$ cat config.mk
export PLATFORM = sky130hd
export DESIGN_NAME = pbt_region_ctrl
export DESIGN_NICKNAME = d
export VERILOG_FILES = /design/src/rtl/pbt_pkg.sv /design/src/rtl/pbt_len.sv /design/src/rtl/pbt_sync.sv /design/src/rtl/pbt_seq.sv /design/src/rtl/pbt_pins.sv /design/src/rtl/pbt_region_ctrl.sv
export SDC_FILE = /design/constraint.sdc
export NUM_CORES = 1
export LEC_CHECK = 0
export BUFFER_PORTS_ARGS = -buffer_cell sky130_fd_sc_hd__buf_4
export CORE_ASPECT_RATIO = 0.7
export CORE_MARGIN = 10
export CORE_UTILIZATION = 50
export DETAILED_ROUTE_END_ITERATION = 16
export PLACE_DENSITY = 0.9
export SLEW_MARGIN = 5
export SYNTH_ARGS = -nofsm -noshare
export SYNTH_HDL_FRONTEND = slang
export SYNTH_HIERARCHICAL = 1
export SYNTH_SLANG_ARGS = --single-unit
$ cat constraint.sdc
create_clock -name clk -period 5.3 [get_ports clk]
set_input_delay 1.06 -clock clk [delete_from_list [all_inputs] [get_ports clk]]
set_output_delay 1.06 -clock clk [all_outputs]
set_load 0.02 [all_outputs]
$ cat src/rtl/pbt_pkg.sv
// Package: shared phase type and sequencing helper for the region timing generator.
// Assumes one access at a time per region.
package pbt_pkg;

    typedef enum logic [2:0] {
        PH_IDLE = 3'd0,
        PH_ADR  = 3'd1,
        PH_CE   = 3'd2,
        PH_ACT  = 3'd3,
        PH_HLD  = 3'd4,
        PH_PAU  = 3'd5
    } pbt_phase_e;

    // Successor of a phase in the fixed access order.
    function automatic pbt_phase_e pbt_succ(input pbt_phase_e p);
        case (p)
            PH_IDLE: return PH_ADR;
            PH_ADR:  return PH_CE;
            PH_CE:   return PH_ACT;
            PH_ACT:  return PH_HLD;
            PH_HLD:  return PH_PAU;
            default: return PH_IDLE;
        endcase
    endfunction

endpackage

$ cat src/rtl/pbt_len.sv
// Module: pbt_len
// Turns a minus-one phase field into a length in clocks: (field+1) << sel.
// Assumes sel is stable while a phase is loaded. Pure combinational logic.
module pbt_len #(
    parameter int FIELD_W = 6,
    parameter int SEL_W   = 2
) (
    input  logic [FIELD_W-1:0]              field,
    input  logic [SEL_W-1:0]                sel,
    output logic [FIELD_W+(1<<SEL_W)-1:0]   len
);
    localparam int NSEL  = 1 << SEL_W;
    localparam int LEN_W = FIELD_W + NSEL;

    logic [LEN_W-1:0] base;
    logic [LEN_W-1:0] cand [NSEL];

    // Field plus one, widened so every shift fits.
    assign base = LEN_W'(field) + LEN_W'(1);

    // One shifted candidate per multiple; the select picks one of them.
    for (genvar s = 0; s < NSEL; s++) begin : g_shift
        assign cand[s] = base << s;
    end

    assign len = cand[sel];

endmodule

$ cat src/rtl/pbt_sync.sv
// Module: pbt_sync
// Brings the asynchronous device ready line into the clock domain through
// STAGES flops. STAGES=0 passes it straight through, for a line that is
// already synchronous.
module pbt_sync #(
    parameter int STAGES = 2
) (
    input  logic clk,
    input  logic rst_n,
    input  logic d,
    output logic q
);
    if (STAGES == 0) begin : g_pass
        logic unused_ok;
        assign unused_ok = clk ^ rst_n;
        assign q = d;
    end else begin : g_chain
        logic [STAGES-1:0] chain;
        // Shift the ready level through the flop chain.
        always_ff @(posedge clk) begin
            if (!rst_n) chain <= '0;
            else        chain <= {chain[STAGES-2+((STAGES==1)?1:0):0], d};
        end
        assign q = chain[STAGES-1];
    end

endmodule

$ cat src/rtl/pbt_seq.sv
// Module: pbt_seq
// Phase sequencer. It steps through address setup, enable-to-strobe, strobe,
// hold and pause, each lasting (field+1)*M clocks. On the strobe it waits for
// synchronized ready when dynamic waiting is on. It raises a one-clock done.
// Assumes the configuration is stable while an access is in flight.
module pbt_seq
    import pbt_pkg::*;
#(
    parameter int FIELD_W = 6,
    parameter int SEL_W   = 2
) (
    input  logic               clk,
    input  logic               rst_n,
    input  logic               cfg_en,
    input  logic [SEL_W-1:0]   cfg_sel,
    input  logic               cfg_wait_en,
    input  logic [FIELD_W-1:0] cfg_adr,
    input  logic [FIELD_W-1:0] cfg_ce,
    input  logic [FIELD_W-1:0] cfg_oe,
    input  logic [FIELD_W-1:0] cfg_we,
    input  logic [FIELD_W-1:0] cfg_rd_hld,
    input  logic [FIELD_W-1:0] cfg_wr_hld,
    input  logic [FIELD_W-1:0] cfg_pause,
    input  logic               req_valid,
    input  logic               req_write,
    input  logic               ready_s,
    output pbt_phase_e         phase_q,
    output pbt_phase_e         phase_d,
    output logic               write_d,
    output logic               accept,
    output logic               capture,
    output logic               done,
    output logic               req_ready
);
    localparam int LEN_W = FIELD_W + (1 << SEL_W);

    logic [LEN_W-1:0]   cnt_q, cnt_d, len;
    logic [FIELD_W-1:0] field;
    logic               write_q, wr_sel, done_d;
    pbt_phase_e         succ;

    pbt_len #(.FIELD_W(FIELD_W), .SEL_W(SEL_W)) u_len (
        .field (field),
        .sel   (cfg_sel),
        .len   (len)
    );

    // Pick the field of the phase to be loaded next.
    always_comb begin
        succ   = pbt_succ(phase_q);
        wr_sel = (phase_q == PH_IDLE) ? req_write : write_q;
        case (succ)
            PH_ADR:  field = cfg_adr;
            PH_CE:   field = cfg_ce;
            PH_ACT:  field = wr_sel ? cfg_we : cfg_oe;
            PH_HLD:  field = wr_sel ? cfg_wr_hld : cfg_rd_hld;
            PH_PAU:  field = cfg_pause;
            default: field = '0;
        endcase
    end

    // Next phase, counter, accept, capture and done decisions.
    always_comb begin
        phase_d = phase_q;
        cnt_d   = cnt_q;
        accept  = 1'b0;
        capture = 1'b0;
        done_d  = 1'b0;
        if (phase_q == PH_IDLE) begin
            if (req_valid && cfg_en) begin
                accept  = 1'b1;
                phase_d = PH_ADR;
                cnt_d   = len - LEN_W'(1);
            end
        end else if (cnt_q != '0) begin
            cnt_d = cnt_q - LEN_W'(1);
        end else if (phase_q == PH_ACT && cfg_wait_en && !ready_s) begin
            cnt_d = '0;
        end else begin
            phase_d = succ;
            cnt_d   = (succ == PH_IDLE) ? '0 : len - LEN_W'(1);
            capture = (phase_q == PH_ACT) && !write_q;
            done_d  = (phase_q == PH_PAU);
        end
        write_d = accept ? req_write : write_q;
    end

    // State registers.
    always_ff @(posedge clk) begin
        if (!rst_n) begin
            phase_q <= PH_IDLE;
            cnt_q   <= '0;
            write_q <= 1'b0;
            done    <= 1'b0;
        end else begin
            phase_q <= phase_d;
            cnt_q   <= cnt_d;
            write_q <= write_d;
            done    <= done_d;
        end
    end

    assign req_ready = (phase_q == PH_IDLE) && cfg_en;

    assert_done_pulse_R4: assert property (@(posedge clk) disable iff (!rst_n)
        done |=> !done);
    assert_done_after_pause_R4: assert property (@(posedge clk) disable iff (!rst_n)
        done |-> $past(phase_q) == PH_PAU);
    assert_no_restart_busy_R10: assert property (@(posedge clk) disable iff (!rst_n)
        (phase_q inside {PH_CE, PH_ACT, PH_HLD, PH_PAU}) |=> phase_q != PH_ADR);
    assert_disabled_idle_R9: assert property (@(posedge clk) disable iff (!rst_n)
        (phase_q == PH_IDLE && !cfg_en) |=> phase_q == PH_IDLE);
    assert_wait_holds_R6: assert property (@(posedge clk) disable iff (!rst_n)
        (phase_q == PH_ACT && cnt_q == '0 && cfg_wait_en && !ready_s) |=> phase_q == PH_ACT);
    assert_ready_ignored_R7: assert property (@(posedge clk) disable iff (!rst_n)
        (phase_q == PH_ACT && cnt_q == '0 && !cfg_wait_en) |=> phase_q == PH_HLD);

endmodule

$ cat src/rtl/pbt_pins.sv
// Module: pbt_pins
// Bus-side registers. It registers the strobes from the next phase so each
// pin is a flop output with no decode glitch. It latches address and write
// data when an access is accepted, and captures read data on the edge that
// releases output enable.
module pbt_pins
    import pbt_pkg::*;
#(
    parameter int ADDR_W = 16,
    parameter int DATA_W = 16
) (
    input  logic              clk,
    input  logic              rst_n,
    input  pbt_phase_e        phase_q,
    input  pbt_phase_e        phase_d,
    input  logic              write_d,
    input  logic              accept,
    input  logic              capture,
    input  logic [ADDR_W-1:0] req_addr,
    input  logic [DATA_W-1:0] req_wdata,
    input  logic [DATA_W-1:0] bus_din,
    output logic [ADDR_W-1:0] bus_addr,
    output logic [DATA_W-1:0] bus_dout,
    output logic              bus_dout_oe,
    output logic              bus_ce_n,
    output logic              bus_oe_n,
    output logic              bus_we_n,
    output logic [DATA_W-1:0] rsp_rdata
);
    // Strobe and drive-enable flops, loaded from the next phase.
    always_ff @(posedge clk) begin
        if (!rst_n) begin
            bus_ce_n    <= 1'b1;
            bus_oe_n    <= 1'b1;
            bus_we_n    <= 1'b1;
            bus_dout_oe <= 1'b0;
        end else begin
            bus_ce_n    <= !(phase_d inside {PH_CE, PH_ACT, PH_HLD});
            bus_oe_n    <= !(phase_d == PH_ACT && !write_d);
            bus_we_n    <= !(phase_d == PH_ACT && write_d);
            bus_dout_oe <= write_d && (phase_d inside {PH_ADR, PH_CE, PH_ACT, PH_HLD});
        end
    end

    // Address and write data, held from acceptance to the next acceptance.
    always_ff @(posedge clk) begin
        if (!rst_n) begin
            bus_addr <= '0;
            bus_dout <= '0;
        end else if (accept) begin
            bus_addr <= req_addr;
            bus_dout <= req_wdata;
        end
    end

    // Read data capture at the output-enable release edge.
    always_ff @(posedge clk) begin
        if (!rst_n)       rsp_rdata <= '0;
        else if (capture) rsp_rdata <= bus_din;
    end

    assert_strobe_excl_R3: assert property (@(posedge clk) disable iff (!rst_n)
        !(!bus_oe_n && !bus_we_n));
    assert_strobe_in_ce_R3: assert property (@(posedge clk) disable iff (!rst_n)
        (!bus_oe_n || !bus_we_n) |-> !bus_ce_n);
    assert_addr_stable_R11: assert property (@(posedge clk) disable iff (!rst_n)
        (phase_q != PH_IDLE && $past(phase_q) != PH_IDLE) |-> ($stable(bus_addr) && $stable(bus_dout)));
    assert_rdata_hold_R8: assert property (@(posedge clk) disable iff (!rst_n)
        !$past(capture) |-> $stable(rsp_rdata));

endmodule

$ cat src/rtl/pbt_region_ctrl.sv
// Module: pbt_region_ctrl (top)
// Timing generator for one chip-select region of an asynchronous parallel bus.
// It takes a request, runs the phased chip-enable / output-enable /
// write-enable sequence with lengths set by the configuration fields, and
// returns read data and a done pulse. Assumes the configuration is stable
// while an access runs, and that bus_din settles before the strobe releases.
module pbt_region_ctrl
    import pbt_pkg::*;
#(
    parameter int FIELD_W     = 6,
    parameter int SEL_W       = 2,
    parameter int ADDR_W      = 16,
    parameter int DATA_W      = 16,
    parameter int SYNC_STAGES = 2
) (
    input  logic               clk,
    input  logic               rst_n,
    input  logic               cfg_en,
    input  logic [SEL_W-1:0]   cfg_mult_sel,
    input  logic               cfg_wait_en,
    input  logic [FIELD_W-1:0] cfg_adr,
    input  logic [FIELD_W-1:0] cfg_ce,
    input  logic [FIELD_W-1:0] cfg_oe,
    input  logic [FIELD_W-1:0] cfg_we,
    input  logic [FIELD_W-1:0] cfg_rd_hold,
    input  logic [FIELD_W-1:0] cfg_wr_hold,
    input  logic [FIELD_W-1:0] cfg_pause,
    input  logic               req_valid,
    input  logic               req_write,
    input  logic [ADDR_W-1:0]  req_addr,
    input  logic [DATA_W-1:0]  req_wdata,
    output logic               req_ready,
    output logic               rsp_done,
    output logic [DATA_W-1:0]  rsp_rdata,
    output logic [ADDR_W-1:0]  bus_addr,
    output logic [DATA_W-1:0]  bus_dout,
    output logic               bus_dout_oe,
    input  logic [DATA_W-1:0]  bus_din,
    output logic               bus_ce_n,
    output logic               bus_oe_n,
    output logic               bus_we_n,
    input  logic               bus_ready
);
    pbt_phase_e phase_q, phase_d;
    logic       write_d, accept, capture, ready_s;

    pbt_sync #(.STAGES(SYNC_STAGES)) u_sync (
        .clk   (clk),
        .rst_n (rst_n),
        .d     (bus_ready),
        .q     (ready_s)
    );

    pbt_seq #(.FIELD_W(FIELD_W), .SEL_W(SEL_W)) u_seq (
        .clk         (clk),
        .rst_n       (rst_n),
        .cfg_en      (cfg_en),
        .cfg_sel     (cfg_mult_sel),
        .cfg_wait_en (cfg_wait_en),
        .cfg_adr     (cfg_adr),
        .cfg_ce      (cfg_ce),
        .cfg_oe      (cfg_oe),
        .cfg_we      (cfg_we),
        .cfg_rd_hld  (cfg_rd_hold),
        .cfg_wr_hld  (cfg_wr_hold),
        .cfg_pause   (cfg_pause),
        .req_valid   (req_valid),
        .req_write   (req_write),
        .ready_s     (ready_s),
        .phase_q     (phase_q),
        .phase_d     (phase_d),
        .write_d     (write_d),
        .accept      (accept),
        .capture     (capture),
        .done        (rsp_done),
        .req_ready   (req_ready)
    );

    pbt_pins #(.ADDR_W(ADDR_W), .DATA_W(DATA_W)) u_pins (
        .clk         (clk),
        .rst_n       (rst_n),
        .phase_q     (phase_q),
        .phase_d     (phase_d),
        .write_d     (write_d),
        .accept      (accept),
        .capture     (capture),
        .req_addr    (req_addr),
        .req_wdata   (req_wdata),
        .bus_din     (bus_din),
        .bus_addr    (bus_addr),
        .bus_dout    (bus_dout),
        .bus_dout_oe (bus_dout_oe),
        .bus_ce_n    (bus_ce_n),
        .bus_oe_n    (bus_oe_n),
        .bus_we_n    (bus_we_n),
        .rsp_rdata   (rsp_rdata)
    );

    assert_reset_idle_R1: assert property (@(posedge clk)
        $past(!rst_n) |-> (bus_ce_n && bus_oe_n && bus_we_n && !rsp_done && !bus_dout_oe));

endmodule

# Word-level counts from Yosys, hierarchy flattened
# Cells that the tools add are included.
# Widths: inputs -> output; s select.
# classes
n_reduce_logical	20
magnitude_cmp	1
addsub	3
n_bitwise	2
n_eq_ne	15
mux	23
# op_table
cell	count
$mux 10	7
$pmux 6 s5	1
$bmux 10 s2	1
$sub 10x1->10 const B	2
$eq 3x2->1 const B	6
$eq 3x3->1 const B	5
$pmux 3 s5	1
$mux 3	4
$mux 6	2
$reduce_bool 10->1	1
$eq 3x1->1 const B	3
$logic_and 1x1->1	8
$add 6x1->7 const B	1
$mux 1	7
$logic_not 1->1	6
$logic_not 3->1	2
$reduce_bool 4->1	1
$reduce_or 4->1	1
$ge 3x3->1 const B	1
$not 2->3	1
$reduce_bool 3->1	1
$ne 2x2->1 const B	1
$not 1->1	1
# totals
reg_bits	69
word_cells	76

# Longest topological paths before layout
# logic_depth
word_depth	13
ltp_mapped	17
depth_no_buf	15

# Modules after synthesis
# Netlist, hierarchy kept.
# modules_own_cells
module	cells_each	seq_area_each_um2	area_each_um2	instances
pbt_pins	168	1041.0	2003.2	1
pbt_seq	185	300.3	1570.3	1
pbt_len	62	0.0	394.1	1
pbt_sync	4	40.0	52.6	1

# Worst setup path after synthesis
# No wires, ideal clock.
# synth_path
path_kind	input port to flip-flop
from	in req_write
to	reg u_seq.cnt_q[7]
cell_stages	15
setup_ns	0.120
path_buffers	1
setup_slack_ns	1.017
t_arrival_ns	4.163
t_required_ns	5.180
cell_sequence	mux2i_2 > buf_6 > mux2i_1 > o22a_1 > o21ai_1 > ha_1 > mux2_2 > o22a_1 > o211ai_1 > o21ai_0 > or4_4 > nor4_2 > xnor2_1 > nor2_1 > o31a_1
# synth_via
elab_chain_len	12
elab_cells_between_ends	14
classes_between	add/sub: 2; mux: 12
# synth_lines
item	line_no	text
start, declared	pbt_region_ctrl.sv:29	input logic req_write,
$mux 1 *	pbt_seq.sv:51	wr_sel = (phase_q == PH_IDLE) ? req_write : write_q;
$mux 6, on equally long branches	pbt_seq.sv:56, pbt_seq.sv:55	
$pmux 6 s5 *	pbt_seq.sv:52	case (succ)
via u_seq.field[0]	pbt_seq.sv:38	logic [FIELD_W-1:0] field;
$add 6x1->7 *	pbt_len.sv:19	assign base = LEN_W'(field) + LEN_W'(1);
$bmux 10 s2 *	pbt_len.sv:26	assign len = cand[sel];
$mux 10 (not written as such) * (2 in a row)	pbt_len.sv:26	
via u_seq.len[4]	pbt_seq.sv:37	logic [LEN_W-1:0] cnt_q, cnt_d, len;
$sub 10x1->10 *	pbt_seq.sv:73, pbt_seq.sv:81	
$mux 10	pbt_seq.sv:81	cnt_d = (succ == PH_IDLE) ? '0 : len - LEN_W'(1);
$mux 10	pbt_seq.sv:77	end else if (phase_q == PH_ACT && cfg_wait_en && !ready_s) begin
$mux 10	pbt_seq.sv:75	end else if (cnt_q != '0) begin
$mux 10 *	pbt_seq.sv:69	if (phase_q == PH_IDLE) begin
end signal, assigned	pbt_seq.sv:97	cnt_q <= cnt_d;
end, declared	pbt_seq.sv:37	
# The timed path passes the listed nets; every way through them passes the cells marked *. The select of a mux whose other input is x is not followed.
# A chain may end at the register's enable or synchronous reset.

# Worst setup path in the final report
# layout_path
from	reg u_seq.phase_q[2]
to	reg u_seq.cnt_q[8]
# layout_via
elab_chain_len	13
elab_cells_between_ends	29
classes_between	add/sub: 2; eq/ne: 10; mux: 13; reduce/logical: 4
# layout_lines
item	line_no	text
start, declared	pbt_seq.sv:27	output pbt_phase_e phase_q,
start signal, assigned	pbt_seq.sv:96	phase_q <= phase_d;
$eq 3x3->1 (tied with other cells)	pbt_pkg.sv:16	case (p)
$pmux 3 s5 or $mux 1 (tied branches)	pbt_pkg.sv:16, pbt_seq.sv:51	
$eq 3x3->1 (tied with other cells)	pbt_seq.sv:52	
$pmux 6 s5 *	pbt_seq.sv:52	
via u_seq.field[0]	pbt_seq.sv:38	
$add 6x1->7 *	pbt_len.sv:19	
$bmux 10 s2 *	pbt_len.sv:26	
$mux 10 (not written as such) * (2 in a row)	pbt_len.sv:26	
via u_seq.len[4]	pbt_seq.sv:37	
$sub 10x1->10 *	pbt_seq.sv:73, pbt_seq.sv:81	
$mux 10	pbt_seq.sv:81	
$mux 10	pbt_seq.sv:77	
$mux 10	pbt_seq.sv:75	
$mux 10 *	pbt_seq.sv:69	
# Marks and branches as above.

==> parameters.txt <==
Parameter                              Value

Clock tree
  Total number of H-tree levels    3
  Clock transition at path regs    0.05 ns
  Hold buffer count at cts    0
  Number of buffers added by the clock tree synthesis step    9
  Worst-Skew Late Latency    0.33 ns
  Bufs on Longest Clock Path    2
  Number of gates resized after CTS    0
  Buffers inserted during post-CTS setup optimization    0
  Clock sink count    69
  Clk Tree Root Cell    clkbuf_16
  Clock tree from TritonCTS    built

Floorplanning
  Height of the die    95.02 µm
  Number of placement rows    27
  Core Box Area    0.007838 mm²
  Io pins    153
  Die ar.    0.01208 mm²
  Initial core utilization    51.29%
  Width of the die    127.2 µm

Global route
  Overall overflow remaining after global route    0
  Wire length of the first global-routing pass    18.18 mm
  Vias in the first global route    3684
  Total global routing track utilization    18.18%
  Maximum number of pins on one net before global-route repair    70
  Number of antenna violations at the first check in global routing    0

Layout
  Multi-input gate area in the final layout    0.002390 mm²
  Fin nets    663
  Fraction of layout instances using a drive strength above 1    34.34%
  Final std cells w/o fill    666
  Filler Cells Inserted    574
  Antenna diode instance count    0
  Combined flip-flop and latch cell area    0.001381 mm²
  Layout area overhead    35.29%

Synthesis
  Synth Area in XOR/XNOR    3.268%
  Net count after synthesis    521
  Cell types with the largest area share after synthesis    dfxtp_1 (34%), mux2i_1 (17%), nor2b_1 (8.2%)
  Sequential cell area fraction in the yosys report    34.36%
  Async S/R FF share, synth    0%
  Dominant cell by count in the synthesized netlist    dfxtp_1
  Post-synth top area share    34.36%
  Dominant cell type by area after synthesis    dfxtp_1
  Mux cell area share after synthesis    18.21%
  Flip-flop cell with the highest count after synthesis    dfxtp_1
  Post-synth EDFFs    0
  Post-synthesis instance area    0.004020 mm²
  Cell variety after synth    67
  Share of the synthesized area in compound gates (AO/OA/AOI/OAI)    12.82%
  Most frequent cells after synthesis    dfxtp_1 (69), mux2i_1 (68), nor2b_1 (53)
  Adder and majority cell fraction of the synthesized area    0.9337%
  Mapped Avg Cell Area    9.595 µm²
  Simple-gate portion of the synthesized area    24.09%
  Number of warning messages in the yosys log    6
  Main combinational cell family by area after synthesis    simple AND/OR/NAND/NOR gates
  Number of synthesized register bits    69
  Count of mapped cells out of synthesis    419

Worst setup path
  Startpoint of the most critical register-to-register path    u_seq/phase_q[2]
  Worst-case register-to-register setup slack    0.67 ns
  Worst setup path class    register to register
  CP max FO    22
  CP arrival    4.85 ns
  Req. time, crit path    5.52 ns
  Crit path launch type    register
  Reg2reg path depth    15
  Destination of the worst register-to-register timing path    u_seq/cnt_q[8]
  Worst Setup End Kind    register

Routing
  Aggregate routed wire length    11.64 mm
  Drt via density    5.432
  Initial drt markers    285
  DRC    0
  First-pass iteration count of the detailed router    5
  Routed via count    3618
  Post-route antenna net violation count    0
  Average wire per cell in the routed design    17.48 µm

Hold path
  Hold wc startpoint    u_sync/g_chain.chain[0]
  Number of stages on the worst hold path    1
  Type of the worst min-delay path    register to register
  Hold Path End    u_sync/g_chain.chain[1]

STA
  Setup repair after global routing missed its margin    no
  Worst Skew    0.005102 ns
  Final setup violation count    0
  Slew HR    35.05%
  Number of max-slew violations in the final report    0
  Max Fclk    0.2159 GHz
  Setup total negative slack    0 ns
  Post-route minimum period    4.632 ns
  Final worst-path cycle share    87.40%
  Count of final hold-check violations    0
  Slew of the pin with the lowest slew margin    0.9729 ns

Power
  Power density over cell area    385.5 mW/mm²
  Worst IR Drop VDD    0.2558 mV
  Total power consumption of the routed design    2.097 mW
  Leakage    2.286 nW

Status
  Outcome    finished, final reports clean

Place
  Number of buffers inserted by port buffering    152
  Half-perimeter wire length after placement    9.043 mm
  Final weighted congestion of routability-driven global placement    0.9181
  Cells after DPL    651

Flow run
  Number of maximum-capacitance violations    0
[layer usage]
metal | vias up | share of wire, % | global-route usage, %
met3 | 13 | 6.1 | 5.044
met5 | - | 0 | 0
met2 | 123 | 51 | 32.12
li1 | 1780 | - | -
met4 | 0 | 1.5 | 5.009
met1 | 1702 | 41 | 21.38
[registers in the layout, summed over array words and instances (netlist names)]
signal	count
u_pins/bus_we_n	1
u_seq/write_q	1
u_pins/bus_oe_n	1
u_pins/rsp_rdata	16
u_seq/cnt_q	10
u_sync/g_chain.chain	2
u_seq/phase_q	3
u_pins/bus_ce_n	1
u_pins/bus_dout_oe	1
u_seq/done	1
u_pins/bus_addr	16
u_pins/bus_dout	16
[per-stage QoR]
stage / util [%] / hold slack [ns] / area, µm² / setup WS, ns
2_1_floorplan: - / 0.4118 / 4020 / 1.017
3_3_place_gp: 65.20 / 0.4181 / 5110 / 0.7120
3_5_place_dp: 65.20 / 0.4200 / 5110 / 0.5981
4_1_cts: 69.40 / 0.4398 / 5439 / 0.6862
5_1_grt: 69.40 / 0.4467 / 5439 / 0.2572
6_report: 69.40 / 0.4392 / 5439 / 0.6679
[report_power, final]
| part | internal [mW] | leakage (nW) | switching (mW) |
|---|---|---|---|
| clock | 0.455 | 0.162 | 0.205 |
| sequential | 0.571 | 0.562 | 0.0668 |
| combinational | 0.368 | 1.56 | 0.432 |
[layout by cell type, fill, tap and decap left out, types with 2 or more instances in the layout]
master,instances
a211o_1,2
a211oi_1,2
a21oi_1,7
a31oi_1,7
and2_1,12
and3b_1,2
buf_4,156
bufinv_16,3
clkbuf_16,9
clkinv_2,2
dfxtp_1,69
ha_1,3
inv_1,10
mux2_2,2
mux2i_1,68
nand2_1,16
nand2b_1,4
nand3_1,8
nand3b_1,2
nor2_1,21
nor2b_1,53
nor3_1,7
nor3_2,2
nor3_4,3
nor4_2,3
nor4b_1,2
o211ai_1,2
o21ai_0,12
o21ai_1,8
o221ai_1,3
o22a_1,9
o311ai_1,3
o31a_1,4
o31ai_1,3
or3_1,2
xnor2_1,11
xor2_1,4
[logic make-up (layout without fill, tap and decap cells)]
| group | count (synthesis) | in the layout |
|---|---|---|
| muxes | 72 | 72 |
| adders and majority gates | 3 | 3 |
| buffers and inverters | 36 | 182 |
| and+or+nand+nor | 151 | 151 |
| xor gates and xnor gates | 15 | 15 |
| DFF | 69 | 69 |
| AOI/OAI and AO/OA | 73 | 73 |
[final cells by class]
type | instances | area share (%)
Sequential cell | 69 | 25.40
Clock buffer | 10 | 4.210
Clock inverter | 5 | 1.840
Timing Repair Buffer | 156 | 21.53
Inverter | 11 | 0.7591
Multi-Input combinational cell | 314 | 43.94
Tap cell | 101 | 2.323
[critical path, stage by stage, from the launching register on]
cell and delay (ns):
dfxtp_1 0.53, nor3_4 0.45, mux2i_2 0.49, buf_4 0.27, mux2i_1 0.21, o21ai_1 0.17
ha_1 0.34, mux2_2 0.29, o22a_1 0.19, o211ai_1 0.08, o21ai_0 0.19, or4_4 0.63
nor4_2 0.24, xnor2_1 0.16, o22ai_1 0.08, and2_1 0.19
[how the worst max path moves through the flow]
stage / start / endpoint / cells past startpoint
finish: u_seq/phase_q[2] / u_seq/cnt_q[8] / 15
global route: u_seq/phase_q[2] / u_seq/cnt_q[8] / 15
CTS: u_seq/phase_q[2] / u_seq/cnt_q[8] / 15
global placement: req_write / u_seq/cnt_q[7] / 15
floorplan: req_write / u_seq/cnt_q[7] / 15
detailed placement: req_write / u_seq/cnt_q[8] / 15
No activity file was read; power rests on OpenSTA's default activity.
